===== config.mk =====
export PLATFORM = sky130hd
export DESIGN_NAME = cart_bank_ctrl
export DESIGN_NICKNAME = d
export VERILOG_FILES = /design/src/rtl/cbc_pkg.sv /design/src/rtl/cbc_cmd_latch.sv /design/src/rtl/cbc_bank_reg.sv /design/src/rtl/cbc_addr_gen.sv /design/src/rtl/cart_bank_ctrl.sv
export SDC_FILE = /design/constraint.sdc
export NUM_CORES = 1
export LEC_CHECK = 0
export ABC_AREA = 0
export BUFFER_PORTS_ARGS = -buffer_cell sky130_fd_sc_hd__buf_2
export CORE_MARGIN = 10
export CORE_UTILIZATION = 31
export DETAILED_ROUTE_END_ITERATION = 12
export PLACE_DENSITY = 0.78
export RECOVER_POWER = 100
export SKIP_CTS_REPAIR_TIMING = 1
export SLEW_MARGIN = 20
export SYNTH_ARGS = -nofsm -noshare
export SYNTH_HDL_FRONTEND = slang
export SYNTH_SLANG_ARGS = --single-unit

===== constraint.sdc =====
create_clock -name clk -period 1.2 [get_ports clk]
set_clock_uncertainty 0.15 [all_clocks]
set_input_delay 0.18 -clock clk [delete_from_list [all_inputs] [get_ports clk]]
set_output_delay 0.18 -clock clk [all_outputs]
set_load 0.01 [all_outputs]

===== src/rtl/cbc_pkg.sv =====
package cbc_pkg;
  typedef struct packed {
    logic prg_en;
    logic chr_en;
    logic snd_run;
    logic snd_strobe;
  } cmd_t;

  // Two drivers share the data bus: the result is a wired-AND.
  function automatic logic [7:0] bus_merge(input logic [7:0] cpu_b, input logic [7:0] rom_b);
    return cpu_b & rom_b;
  endfunction
endpackage


===== src/rtl/cbc_cmd_latch.sv =====
module cbc_cmd_latch
  import cbc_pkg::*;
#(
  parameter int SAMPLE_W = 5
) (
  input  logic                clk,
  input  logic                rst_n,
  input  logic                wr_hit,
  input  logic [7:0]          eff_data,
  input  logic [SAMPLE_W-1:0] addr_lo,
  output cmd_t                cmd_q,
  output logic                prg_rise,
  output logic                chr_rise,
  output logic [SAMPLE_W-1:0] smp_q
);
  cmd_t cmd_d;

  always_comb begin
    cmd_d = cmd_t'(eff_data[7:4]);
  end

  // A rise is the new nibble compared with the value already held in the latch.
  assign prg_rise = wr_hit && cmd_d.prg_en && !cmd_q.prg_en;
  assign chr_rise = wr_hit && cmd_d.chr_en && !cmd_q.chr_en;

  always_ff @(posedge clk or negedge rst_n) begin
    if (!rst_n) begin
      cmd_q <= '0;
      smp_q <= '0;
    end else if (wr_hit) begin
      cmd_q <= cmd_d;
      smp_q <= addr_lo;
    end
  end
endmodule


===== src/rtl/cbc_bank_reg.sv =====
module cbc_bank_reg #(
  parameter int W = 4
) (
  input  logic         clk,
  input  logic         rst_n,
  input  logic         load,
  input  logic [W-1:0] d,
  output logic [W-1:0] q
);
  always_ff @(posedge clk or negedge rst_n) begin
    if (!rst_n)    q <= '0;
    else if (load) q <= d;
  end
endmodule


===== src/rtl/cbc_addr_gen.sv =====
module cbc_addr_gen #(
  parameter int PRG_BANK_W = 3,
  parameter int CHR_BANK_W = 4,
  parameter int PRG_WIN_W  = 14,
  parameter int CHR_WIN_W  = 13,
  localparam int PRG_AW    = PRG_BANK_W + PRG_WIN_W,
  localparam int CHR_AW    = CHR_BANK_W + CHR_WIN_W
) (
  input  logic [PRG_BANK_W-1:0] prg_bank,
  input  logic [CHR_BANK_W-1:0] chr_bank,
  input  logic [PRG_WIN_W:0]    cpu_lo,
  input  logic [CHR_WIN_W-1:0]  ppu_lo,
  output logic [PRG_AW-1:0]     prg_addr,
  output logic [CHR_AW-1:0]     chr_addr
);
  // The upper 16KB window is tied to the last bank of the program ROM.
  function automatic logic [PRG_AW-1:0] prg_map(input logic [PRG_BANK_W-1:0] bank,
                                                input logic [PRG_WIN_W:0] a);
    logic [PRG_BANK_W-1:0] sel;
    sel = a[PRG_WIN_W] ? {PRG_BANK_W{1'b1}} : bank;
    return {sel, a[PRG_WIN_W-1:0]};
  endfunction

  function automatic logic [CHR_AW-1:0] chr_map(input logic [CHR_BANK_W-1:0] bank,
                                                input logic [CHR_WIN_W-1:0] a);
    return {bank, a};
  endfunction

  assign prg_addr = prg_map(prg_bank, cpu_lo);
  assign chr_addr = chr_map(chr_bank, ppu_lo);
endmodule


===== src/rtl/cart_bank_ctrl.sv =====
module cart_bank_ctrl
  import cbc_pkg::*;
#(
  parameter int ADDR_W     = 16,
  parameter int PRG_BANK_W = 3,
  parameter int CHR_BANK_W = 4,
  parameter int PRG_WIN_W  = 14,
  parameter int CHR_WIN_W  = 13,
  parameter int SAMPLE_W   = 5,
  localparam int PRG_AW    = PRG_BANK_W + PRG_WIN_W,
  localparam int CHR_AW    = CHR_BANK_W + CHR_WIN_W
) (
  input  logic                 clk,
  input  logic                 rst_n,
  input  logic                 cpu_wr,
  input  logic [ADDR_W-1:0]    cpu_addr,
  input  logic [7:0]           cpu_data,
  input  logic [7:0]           rom_rd_data,
  input  logic [CHR_WIN_W-1:0] ppu_addr,
  output logic [PRG_AW-1:0]    prg_addr,
  output logic [CHR_AW-1:0]    chr_addr,
  output logic                 snd_rst_n,
  output logic                 snd_wr,
  output logic [SAMPLE_W-1:0]  snd_sample
);
  logic                  wr_hit;
  logic [7:0]            eff_data;
  cmd_t                  cmd_q;
  logic                  prg_rise, chr_rise;
  logic [PRG_BANK_W-1:0] prg_bank;
  logic [CHR_BANK_W-1:0] chr_bank;

  assign wr_hit   = cpu_wr && cpu_addr[ADDR_W-1];
  assign eff_data = bus_merge(cpu_data, rom_rd_data);

  cbc_cmd_latch #(.SAMPLE_W(SAMPLE_W)) u_cmd (
    .clk(clk), .rst_n(rst_n), .wr_hit(wr_hit), .eff_data(eff_data),
    .addr_lo(cpu_addr[SAMPLE_W-1:0]), .cmd_q(cmd_q),
    .prg_rise(prg_rise), .chr_rise(chr_rise), .smp_q(snd_sample)
  );

  cbc_bank_reg #(.W(PRG_BANK_W)) u_prg_bank (
    .clk(clk), .rst_n(rst_n), .load(prg_rise),
    .d(eff_data[PRG_BANK_W-1:0]), .q(prg_bank)
  );

  cbc_bank_reg #(.W(CHR_BANK_W)) u_chr_bank (
    .clk(clk), .rst_n(rst_n), .load(chr_rise),
    .d(eff_data[CHR_BANK_W-1:0]), .q(chr_bank)
  );

  cbc_addr_gen #(
    .PRG_BANK_W(PRG_BANK_W), .CHR_BANK_W(CHR_BANK_W),
    .PRG_WIN_W(PRG_WIN_W), .CHR_WIN_W(CHR_WIN_W)
  ) u_addr (
    .prg_bank(prg_bank), .chr_bank(chr_bank),
    .cpu_lo(cpu_addr[PRG_WIN_W:0]), .ppu_lo(ppu_addr),
    .prg_addr(prg_addr), .chr_addr(chr_addr)
  );

  assign snd_rst_n = cmd_q.snd_run;
  assign snd_wr    = cmd_q.snd_strobe;
endmodule


-- After elaboration in Yosys (flattened, before gate mapping)
Index checks and enable logic that the tools add are counted.
- register bits after elaboration: 16
- bits of input ports: 48
- output and inout port bits: 41
- multiplexer cells: 1
- bitwise operators: 1
- reductions and logical operators: 7
- operator list (cell ; count):
    $and A8 B8 Y8 ; 1
    $logic_and A1 B1 Y1 ; 5
    $mux W3 ; 1
    $logic_not A1 Y1 ; 2

-- Logic depth before layout (Yosys ltp)
Gate-level depths: netlist of run 1.
- word-level depth: 3
- mapped depth: 4
- gate-level depth less buffers: 3

-- Modules after synthesis
From an unflattened synthesis of run 1, not the netlist that was laid out.
- cells, all modules: 78
- area total of the unflattened synthesis: 949.7 sq um
- modules (own cells, without submodules) (module ; instances ; cells an instance ; area each (sq um) ; sequential area each (sq um)):
    cbc_cmd_latch ; 1 ; 21 ; 387.9 ; 225.2
    cbc_addr_gen ; 1 ; 34 ; 251.5 ; 0.0
    cbc_bank_reg (u_chr_bank) ; 1 ; 8 ; 145.1 ; 100.1
    cbc_bank_reg (u_prg_bank) ; 1 ; 6 ; 108.9 ; 75.1
    cart_bank_ctrl ; 1 ; 9 ; 56.3 ; 0.0

-- Least setup slack after synthesis of run 1
Ideal clock, no wire load.
- path type: reg2reg
- from: register u_cmd.cmd_q[2] (netlist name)
- to: register u_chr_bank.q[0]
- setup time: 0.125 ns
- data arrival time: 0.984 ns
- path slack: -0.058 ns
- stages on the path, launching flop included: 3
- path buffers: 0
- clock period less this slack: 1.258 ns
- cells stage by stage: dfrtp_1 nor3_4 mux2_2
- cells in the longest elaborated chain, start to end: 2
- ends and longest elaborated chain (item ; RTL line ; text):
    $logic_not A1 Y1 ; cbc_cmd_latch.sv:24 ; assign chr_rise = wr_hit && cmd_d.chr_en && !cmd_q.chr_en;
    $logic_and A1 B1 Y1 ; cbc_cmd_latch.sv:24 ;
    end signal, assigned ; cbc_bank_reg.sv:11 ; if (!rst_n) q <= '0;
    end signal, assigned ; cbc_bank_reg.sv:12 ; else if (load) q <= d;
    end, declared ; cbc_bank_reg.sv:8 ; output logic [W-1:0] q
Every way passes these cells.
A chain may end at the register's enable or synchronous reset.

-- Worst setup path in the final report of run 1
- from: register u_prg_bank.q[0]
- to: output prg_addr[14]
- cells in the longest elaborated chain, start to end: 1
- ends and longest elaborated chain (item ; RTL line ; text):
    start, declared ; cbc_bank_reg.sv:8 ;
    start signal, assigned ; cbc_bank_reg.sv:11 ;
    start signal, assigned ; cbc_bank_reg.sv:12 ;
    $mux W3 ; cbc_addr_gen.sv:20 ; sel = a[PRG_WIN_W] ? {PRG_BANK_W{1'b1}} : bank;
    end, declared ; cart_bank_ctrl.sv:20 ; output logic [PRG_AW-1:0] prg_addr,
Every way passes these cells.

==> metrics.log, run 1 <==
[metrics] Horiz. Die Dim: 73.3 um
[metrics] initial antenna violation count: 0
[metrics] port buffer count: 44
[metrics] peak fanout along the critical path: 2
[metrics] Post-Layout Inst Area: between 1000 and 1500 um2
[metrics] Chip Height: around 73 um
[metrics] HPWL Detailed: between 1500 and 2000 um
[metrics] Setup crit end kind: output pin
[metrics] synthesis-to-finish area growth: 26.7%
[metrics] share of final-layout standard cells stronger than drive strength 1: 0.571
[metrics] kind of path behind the tightest hold check: in2reg
[metrics] crit path launch type: register
[metrics] Final Util: 0.408
[metrics] placed cell areas: 955 um2
[metrics] number of DRC violations after detailed routing: 0
[metrics] detailed router's first-iteration violation count: 8
[metrics] Post-Synthesis Net Count: about 130
[metrics] area of the core: 2730 um2
[metrics] first drt pass iteration count: 2
[metrics] pin count of the biggest net entering global routing: 17
[metrics] relative slew slack: 0.740
[metrics] ratio of routed vias to standard cells: 4.40
[metrics] netlist area before placement: 881 um2
[metrics] I/O pin count: 89
[metrics] Yosys warnings: 0
[metrics] final count of pins violating max slew: 0
[metrics] library cell occupying the most area in the post-synthesis netlist: dfrtp_1
[metrics] clock transition time at the flip-flop clock pins of the worst setup and hold paths: 0.09 ns
[metrics] net total in the final layout: about 160
[metrics] result of the run: finished with violations
[metrics] synthesized flop and latch total: 16
[metrics] clock root buffer: clkbuf_4
[metrics] violations in the final reports: negative hold slack, negative setup slack
[metrics] Max Buffers Root-to-Sink: 2
[metrics] TritonCTS clock tree: done
[metrics] detailed-route wire length per cell: about 14 um
[metrics] Post-Synthesis Cells: 79
[metrics] post-synthesis sequential area ratio: 0.455
[metrics] global route total overflow: 0
[metrics] category of the most critical setup path: reg2out
[metrics] Post-Route Hold Slack: -0.00689 ns
[metrics] actual slew at the worst max-slew pin: about 0.39 ns
[metrics] Synth area leaders: dfrtp_1 45%, buf_4 23%, mux2_2 14%
[metrics] count of clock tree sinks: 16
[metrics] Diodes inserted: 0
[metrics] Hold Vio Cnt, Final: 2
[metrics] aggregate negative setup slack: -0.663 ns
[metrics] drt total wl: approximately 2000 um
[metrics] combined global-route utilization of all metal layers: 0.0686
[metrics] row count: 19
[metrics] final cycle utilization of the critical path: 1.12
[metrics] H-Tree Depth: 1
[metrics] reg-to-reg critical path startpoint: u_cmd.cmd_q[2]
[metrics] time the final worst path needs with I/O delays and setup: 1.35 ns
[metrics] Clk Latency, worst-skew pair: between 0.2 and 0.3 ns
[metrics] number of global-route vias before repair: 627
[metrics] final setup violating endpoints: 9
[metrics] highest achievable clock rate: 0.741 GHz
[metrics] area enclosed by the die boundary: between 5000 and 6000 um2
[metrics] Pwr per Cell Area: 1250 nW/um2
[metrics] LEAKAGE: between 0.5 and 0.6 nW
[metrics] worst min-delay path startpoint: rom_rd_data[5]
[metrics] smallest setup slack after layout: -0.149 ns
[metrics] count of distinct cell types in the synthesized netlist: 12
[metrics] fraction of post-synthesis cell area in the top cell type by area: 0.455
[metrics] first-pass GRT wire length: a little under 3000 um
[metrics] weighted congestion reported at the end of routability-driven placement: 0.662
[metrics] required time at the worst-slack endpoint: ~0.87 ns
[metrics] RSZ-0062 raised after global routing: true
[metrics] signal arrival time at the worst endpoint: between 1 and 1.5 ns
[metrics] Mean Syn Cell Area: roughly 11 um2
[metrics] number of max-capacitance violations reported: 0
[metrics] number of routed nets with antenna violations: 0
[metrics] number of buffers created by CTS: 3
[metrics] via total after detailed routing: 629
[metrics] start point of the critical path: u_prg_bank.q[0]
[metrics] worst IR drop on VDD: 0.000839 V
[metrics] effective utilization at floorplan: 0.322
==> registers in the layout, summed over array words and instances (netlist names) <==
register      count
u_chr_bank.q      4
u_cmd.cmd_q       4
u_cmd.smp_q       5
u_prg_bank.q      3
==> worst paths after layout <==
check	end	cells after the start	slack, ns
setup reg to reg	u_chr_bank.q[2]	2	-0.06
max in group asynchronous	u_chr_bank.q[0]	2	0.43
min in group asynchronous	u_cmd.smp_q[0]	2	0.19
hold / removal	u_cmd.cmd_q[1]	3	-0.007
setup / recovery	prg_addr[14]	2	-0.15
hold reg to reg	u_cmd.cmd_q[0]	2	0.34
==> cells in the mapped netlist <==
master    n
and2_0    3
buf_2     1
buf_4    27
dfrtp_1  16
inv_1     1
mux2_2   11
mux2i_1   1
nand2_1   9
nand2_4   1
nor3_4    2
o21ai_0   4
or2_2     3
==> stage by stage <==
| stage | power (mW) | worst slack [ns] | instances |
|---|---|---|---|
| floorplan | 0.920 | 0.0101 | 79 |
| global placement | 0.991 | -0.0208 | 129 |
| detailed placement | 1.01 | -0.0572 | 129 |
| CTS | 1.36 | -0.222 | 133 |
| global route | 1.49 | -0.198 | 143 |
| finish | 1.40 | -0.149 | 143 |
==> kinds of logic after synthesis <==
logic type / share of synthesized area
buffers and inverters: 0.240
and+or+nand+nor: 0.131
DFF: 0.455
muxes: 0.152
AOI/OAI and AO/OA: 0.0227
==> power breakdown <==
part | internal [mW] | switching [mW] | leakage (nW)
Sequential | 0.626 | 0.0460 | 0.201
Clock | 0.185 | 0.158 | 0.0210
Combinational | 0.224 | 0.162 | 0.341
Total | 1.03 | 0.366 | 0.563
==> metal layers <==
metal,part of all wire,vias up,wire length [um],global-route usage
met5,0,-,0,0
met4,0.017,0,34,0.0248
met3,0.16,8,326,0.0606
met2,0.51,39,1020,0.117
met1,0.31,287,616,0.0550
li1,-,295,-,-
==> cell usage in the layout (no fill, tap or decap), drive strengths merged <==
cell,synthesis,final
or2,3,3
and2,3,3
inv,1,1
dlygate4sd3,0,8
mux2i,1,1
clkbuf,0,21
o21ai,4,4
nor3,2,2
nand2,10,10
mux2,11,11
dfrtp,16,16
buf,28,32
==> area by class of cell <==
cell class	instances	area (um2)
Sequential cell	16	400
Multi-Input combinational cell	34	288
Inverter	1	3.75
Fill cell	266	1620
Timing Repair Buffer	57	349
Tap cell	31	38.8
Clock buffer	4	36.3
==> critical path, stage by stage (launching register included) <==
cell and delay [ns]:
dfrtp_1 0.39, or2_4 0.23, buf_6 0.12
(Power assumes the default switching activity.)
==> run 2, diff against run 1 <==
CORE_UTILIZATION = 33   (was 31)
CTS_CLUSTER_DIAMETER = 50   (was unset)
PLACE_DENSITY = 0.8   (was 0.78)
SYNTH_HIERARCHICAL = 1   (was unset)
==> metrics.log, run 2 <==
[metrics] number of global-route vias before repair: between 600 and 700
[metrics] Max Buffers Root-to-Sink: 2
[metrics] Post-Route Hold Slack: approximately 0.063 ns
[metrics] Endpoint, Worst Hold: u_cmd/cmd_q[0]
[metrics] first drt pass iteration count: 2
[metrics] highest achievable clock rate: about 0.76 GHz
[metrics] LEAKAGE: roughly 0.57 nW
[metrics] library cell occupying the most area in the post-synthesis netlist: dfrtp_1
[metrics] actual slew at the worst max-slew pin: roughly 0.4 ns
[metrics] leading cell types by count after synthesis: 31 x buf_4, 16 x dfrtp_1, 9 x and2_1, 8 x mux2_2, 8 x mux2_4
[metrics] netlist area before placement: around 950 um2
[metrics] global route total overflow: 0
[metrics] Horiz. Die Dim: roughly 74 um
[metrics] combined global-route utilization of all metal layers: 0.0719
[metrics] peak fanout along the critical path: 2
[metrics] Hold Vio Cnt, Final: 0
[metrics] number of max-capacitance violations reported: 0
[metrics] number of buffers created by CTS: 3
[metrics] violations in the final reports: negative setup slack
[metrics] Diodes inserted: 0
[metrics] number of instances in the placed design: approximately 120
[metrics] family of cells with the greatest summed delay on the critical path: flip-flops
[metrics] ratio of routed vias to standard cells: between 4 and 5
[metrics] detailed router's first-iteration violation count: 6
[metrics] pin count of the biggest net entering global routing: 17
[metrics] count of clock tree sinks: 16
[metrics] worst IR drop on VDD: ~0.00094 V
[metrics] post-synthesis sequential area ratio: 0.422
[metrics] weighted congestion reported at the end of routability-driven placement: 0.643
[metrics] number of cells traversed by the worst hold path: 3
[metrics] number of routed nets with antenna violations: 0
[metrics] area of the core: approximately 2800 um2
[metrics] final cycle utilization of the critical path: 1.10
[metrics] H-Tree Depth: 1
[metrics] Chip Height: around 74 um
[metrics] max FFs per register: 5
[metrics] count of distinct cell types in the synthesized netlist: 8
[metrics] final setup violating endpoints: 10
[metrics] xor and xnor area share after synthesis: 0
[metrics] worst min-delay path startpoint: rom_rd_data[4]
[metrics] dominant combinational cell family by area after synthesis: buffers and inverters
[metrics] required time at the worst-slack endpoint: roughly 0.87 ns
[metrics] first-pass GRT wire length: between 3000 and 4000 um
[metrics] synthesized-area fraction occupied by ao, oa, aoi and oai cells: 0
[metrics] share of final-layout standard cells stronger than drive strength 1: 0.590
[metrics] reg-to-reg critical path startpoint: u_cmd/cmd_q[2]
[metrics] buffers plus inverters on the worst setup path: 1
[metrics] highest cell delay on the worst timing path: approximately 0.38 ns
[metrics] Register-to-Register Path Depth: 2
[metrics] Post-Synthesis Net Count: between 100 and 150
[metrics] RSZ-0062 raised after global routing: true
[metrics] clock root buffer: clkbuf_4
[metrics] Filler Cells Inserted: 289
[metrics] aggregate negative setup slack: -0.704 ns
[metrics] relative slew slack: 0.733
[metrics] category of the most critical setup path: reg2out
[metrics] synthesis-to-finish area growth: 15.7%
[metrics] synthesized flop and latch total: 16
[metrics] flop2flop setup slack: -0.06 ns
[metrics] number of DRC violations after detailed routing: 0
[metrics] effective utilization at floorplan: 0.344
[metrics] Post-synth EDFFs: 0
[metrics] leading register cell type out of synthesis: dfrtp_1
[metrics] Pwr Total: 1.39 mW
[metrics] kind of path behind the tightest hold check: in2reg
[metrics] fraction of post-synthesis cell area in the top cell type by area: 0.422
[metrics] capture point of the worst reg-to-reg path: u_chr_bank/q[2]
[metrics] time the final worst path needs with I/O delays and setup: 1.32 ns
[metrics] final count of pins violating max slew: 0
[metrics] Synth area leaders: dfrtp_1 42%, buf_4 25%, mux2_4 13%
[metrics] signal arrival time at the worst endpoint: 0.99 ns
[metrics] biggest registers after layout: u_cmd/smp_q (5), u_chr_bank/q (4), u_cmd/cmd_q (4)
[metrics] Pwr per Cell Area: about 1300 nW/um2
[metrics] clock transition time at the flip-flop clock pins of the worst setup and hold paths: around 0.09 ns
[metrics] row count: 19
[metrics] crit path launch type: register
[metrics] Post-Synthesis Cells: 78
[metrics] net total in the final layout: 154
[metrics] slowest CP cell: dfrtp_1
[metrics] initial antenna violation count: 0
[metrics] commonest cells after routing, fill and taps aside: 35 x buf_2, 16 x dfrtp_1, 9 x mux2_4
[metrics] detailed-route wire length per cell: 15.3 um
[metrics] I/O pin count: around 90
[metrics] drt total wl: between 2000 and 2500 um
[metrics] Mean Syn Cell Area: about 12 um2
[metrics] TritonCTS clock tree: done
[metrics] Setup crit end kind: output pin
[metrics] smallest setup slack after layout: -0.123 ns
[metrics] fraction of synthesized area in multiplexers: 0.221
[metrics] simple-gate share of the synthesized area: 0.100
[metrics] Yosys warnings: 6
[metrics] port buffer count: 44
[metrics] Reg with most FFs: u_cmd/smp_q
[metrics] CP cell instances: or2_1 -> buf_2
[metrics] most common cell after layout, fill and taps aside: buf_2
[metrics] via total after detailed routing: approximately 610
[metrics] Clk Latency, worst-skew pair: about 0.28 ns
[metrics] result of the run: finished with violations
[metrics] area enclosed by the die boundary: 5420 um2
[metrics] most used standard cell by instance count after synthesis: buf_4
[metrics] Adder-Cell Fraction of Synth Area: 0
[metrics] non-filler cells, final: 136
[metrics] async set-or-reset flop fraction in the synthesized netlist: 1.00
[run 2: cell type report]
cell class / instances / area (um2) / area share
clock buffers: 4 / 36.3 / 0.0330
multi-input cells: 30 / 312 / 0.284
flip-flops and latches: 16 / 400 / 0.364
well taps: 31 / 38.8 / 0.0353
repair buffers: 55 / 312 / 0.284
[run 2: worst reg2reg max path, stage by stage, from the launching register on]
cell and delay (ns):
dfrtp_1 0.38, and3b_2 0.31, mux2_4 0.31
[run 2: through the flow]
stage	area (um2)	setup WS [ns]	util
finish	1100	-0.123	0.398
global route	1100	-0.192	0.398
CTS	1020	-0.148	0.371
detailed placement	986	-0.0700	0.358
global placement	986	-0.0548	0.358
floorplan	960	-0.0706	-
[run 2: how the worst max path moves through the flow]
stage	start	endpoint	cells past startpoint
after floorplan	cpu_wr	u_chr_bank/q[0]	4
after global placement	cpu_data[7]	u_prg_bank/q[1]	4
after detailed placement	cpu_data[7]	u_prg_bank/q[0]	4
after CTS	u_prg_bank/q[0]	prg_addr[14]	2
after global routing	u_prg_bank/q[0]	prg_addr[14]	2
final	u_prg_bank/q[2]	prg_addr[16]	2
[run 2: logic make-up (layout without fill, tap and decap cells)]
group                  after synthesis  in the layout
buffers and inverters               32             59
multiplexers                        16             16
flip-flops                          16             16
AND/OR/NAND/NOR                     14             14
[run 2: metal layers]
layer,up-vias,track usage,wire length [um]
met3,12,0.0538,354
met5,-,0,0
met1,274,0.0729,736
li1,280,-,-
met2,46,0.112,948
met4,0,0.0248,35
[run 2: power by group]
part | switching, mW | internal (mW)
sequential | 0.0432 | 0.629
combinational | 0.147 | 0.226
clock | 0.161 | 0.185
==> run 3, diff against run 2 <==
clock period = 1.1 ns   (was 1.2 ns; I/O delays follow)
==> metrics.log, run 3 (same netlist as run 2, synthesis figures left out) <==
[metrics] area enclosed by the die boundary: 5420 um2
[metrics] aggregate negative setup slack: -1.99 ns
[metrics] area taken by flip-flops and latches: ~400 um2
[metrics] HPWL Detailed: 1680 um
[metrics] area of the core: ~2800 um2
[metrics] detailed-route wire length per cell: between 10 and 15 um
[metrics] part of the total power dissipated in the clock network: 0.236
[metrics] effective utilization at floorplan: 0.344
[metrics] number of buffers created by CTS: 3
[metrics] TritonCTS clock tree: done
[metrics] kind of path behind the tightest hold check: in2reg
[metrics] capture point of the worst reg-to-reg path: u_prg_bank/q[2]
[metrics] ratio of routed vias to standard cells: 4.48
[metrics] Chip Height: between 70 and 80 um
[metrics] max FFs per register: 5
[metrics] switching power total: around 0.41 mW
[metrics] result of the run: finished with violations
[metrics] most common cell after layout, fill and taps aside: buf_2
[metrics] worst IR drop on VDD: about 0.0010 V
[metrics] number of max-capacitance violations reported: 0
[metrics] combinational group share of total power: 0.314
[metrics] first drt pass iteration count: 2
[metrics] time the final worst path needs with I/O delays and setup: 1.31 ns
[metrics] RSZ-0062 raised after global routing: true
[metrics] required time at the worst-slack endpoint: slightly below 0.8 ns
[metrics] worst min-delay path startpoint: rom_rd_data[4]
[metrics] Horiz. Die Dim: between 70 and 80 um
[metrics] number of routed nets with antenna violations: 0
[metrics] Reg with most FFs: u_cmd/smp_q
[metrics] routed length on met2: just under 1000 um
[metrics] number of global-route vias before repair: around 670
[metrics] reg-to-reg critical path startpoint: u_cmd/cmd_q[3]
[metrics] Placement Setup Slack: -0.158 ns
[metrics] flop2flop setup slack: -0.17 ns
[metrics] initial antenna violation count: 0
[metrics] Max Buffers Root-to-Sink: 2
[metrics] met3 routed wirelength: 367 um
[metrics] category of the most critical setup path: reg2out
[metrics] highest achievable clock rate: approximately 0.76 GHz
[metrics] H-Tree Depth: 1
[metrics] highest metal layer used by the detailed router: met4
[metrics] Clk Latency, worst-skew pair: ~0.28 ns
[metrics] clock root buffer: clkbuf_4
[metrics] violations in the final reports: negative setup slack
[metrics] share of power burned in registers: 0.450
[metrics] global route total overflow: 0
[metrics] weighted congestion reported at the end of routability-driven placement: ~0.64
[metrics] synthesis-to-finish area growth: 24.6%
[metrics] biggest registers after layout: u_cmd/smp_q (5), u_chr_bank/q (4), u_cmd/cmd_q (4)
[metrics] drt total wl: 2120 um
[metrics] clock transition time at the flip-flop clock pins of the worst setup and hold paths: about 0.10 ns
[metrics] peak fanout along the critical path: 2
[metrics] internal power: 1.22 mW
[metrics] via total after detailed routing: between 600 and 700
[metrics] area taken by multi-input logic gates: between 300 and 400 um2
[metrics] Hold Vio Cnt, Final: 0
[metrics] net total in the final layout: 161
[metrics] final count of pins violating max slew: 0
[metrics] count of clock tree sinks: 16
[metrics] crit path launch type: register
[metrics] Diodes inserted: 0
[metrics] Final Util: 0.429
[metrics] Register-to-Register Path Depth: 2
[metrics] commonest cells after routing, fill and taps aside: 34 x buf_2, 16 x dfrtp_1, 11 x mux2_4
[metrics] Met1 Wirelength: 754 um
[metrics] combined global-route utilization of all metal layers: 0.0732
[metrics] row count: 19
[metrics] detailed router's first-iteration violation count: 24
[metrics] actual slew at the worst max-slew pin: ~0.40 ns
[metrics] Pwr per Cell Area: between 1000 and 1500 nW/um2
[metrics] LEAKAGE: between 0.6 and 0.7 nW
[metrics] final setup violating endpoints: 21
[metrics] share of total power consumed by net switching: 0.253
[metrics] I/O pin count: 89
[metrics] final cycle utilization of the critical path: 1.19
[metrics] Endpoint, Worst Hold: u_cmd/cmd_q[0]
[metrics] Filler Cells Inserted: about 270
[metrics] Post-Route Hold Slack: about 0.069 ns
[metrics] number of DRC violations after detailed routing: 0
[metrics] first-pass GRT wire length: about 3200 um
[metrics] number of cells traversed by the worst hold path: 3
[metrics] relative slew slack: 0.731
[metrics] share of final-layout standard cells stronger than drive strength 1: 0.634
[metrics] smallest setup slack after layout: -0.213 ns
[metrics] signal arrival time at the worst endpoint: 1.00 ns
[metrics] Setup crit end kind: output pin
[metrics] port buffer count: between 40 and 50
[metrics] Pwr Total: between 1.5 and 2 mW
[metrics] pin count of the biggest net entering global routing: 17
run 3: worst max path at each step:
stage | startpoint | to | slack, ns
2_1_floorplan | cpu_wr | u_chr_bank/q[0] | -0.16
3_3_place_gp | cpu_data[7] | u_prg_bank/q[1] | -0.14
3_5_place_dp | u_cmd/cmd_q[2] | u_chr_bank/q[0] | -0.16
4_1_cts | u_prg_bank/q[1] | prg_addr[15] | -0.24
5_1_grt | u_prg_bank/q[0] | prg_addr[14] | -0.27
6_report | u_prg_bank/q[1] | prg_addr[15] | -0.21
run 3: layout make-up:
cell class	instances	area share
Multi-Input combinational cell	30	0.270
Tap cell	31	0.0328
Timing Repair Buffer	62	0.329
Sequential cell	16	0.338
Clock buffer	4	0.0307
run 3: stage by stage:
step                      area [um2]  instances
final                           1180        143
after global placement           986        123
after floorplan                  960         78
after global routing            1180        143
after detailed placement         986        123
after CTS                       1020        127
run 3: worst max-delay path, cell delays in order, from the launching register on:
cell and delay (ns):
dfrtp_1 0.38, or2_1 0.20, buf_2 0.14
run 3: power groups by stage:
stage	logic, mW	clock network (mW)	registers, mW
floorplan	0.333	0	0.754
global placement	0.376	0	0.740
detailed placement	0.384	0	0.745
CTS	0.385	0.408	0.735
global route	0.559	0.439	0.750
finish	0.514	0.386	0.738
run 3: layer usage:
layer / vias to the layer above / GRT usage
met5: - / 0
met4: 0 / 0.0186
met3: 12 / 0.0659
met2: 45 / 0.109
met1: 289 / 0.0743
li1: 294 / -
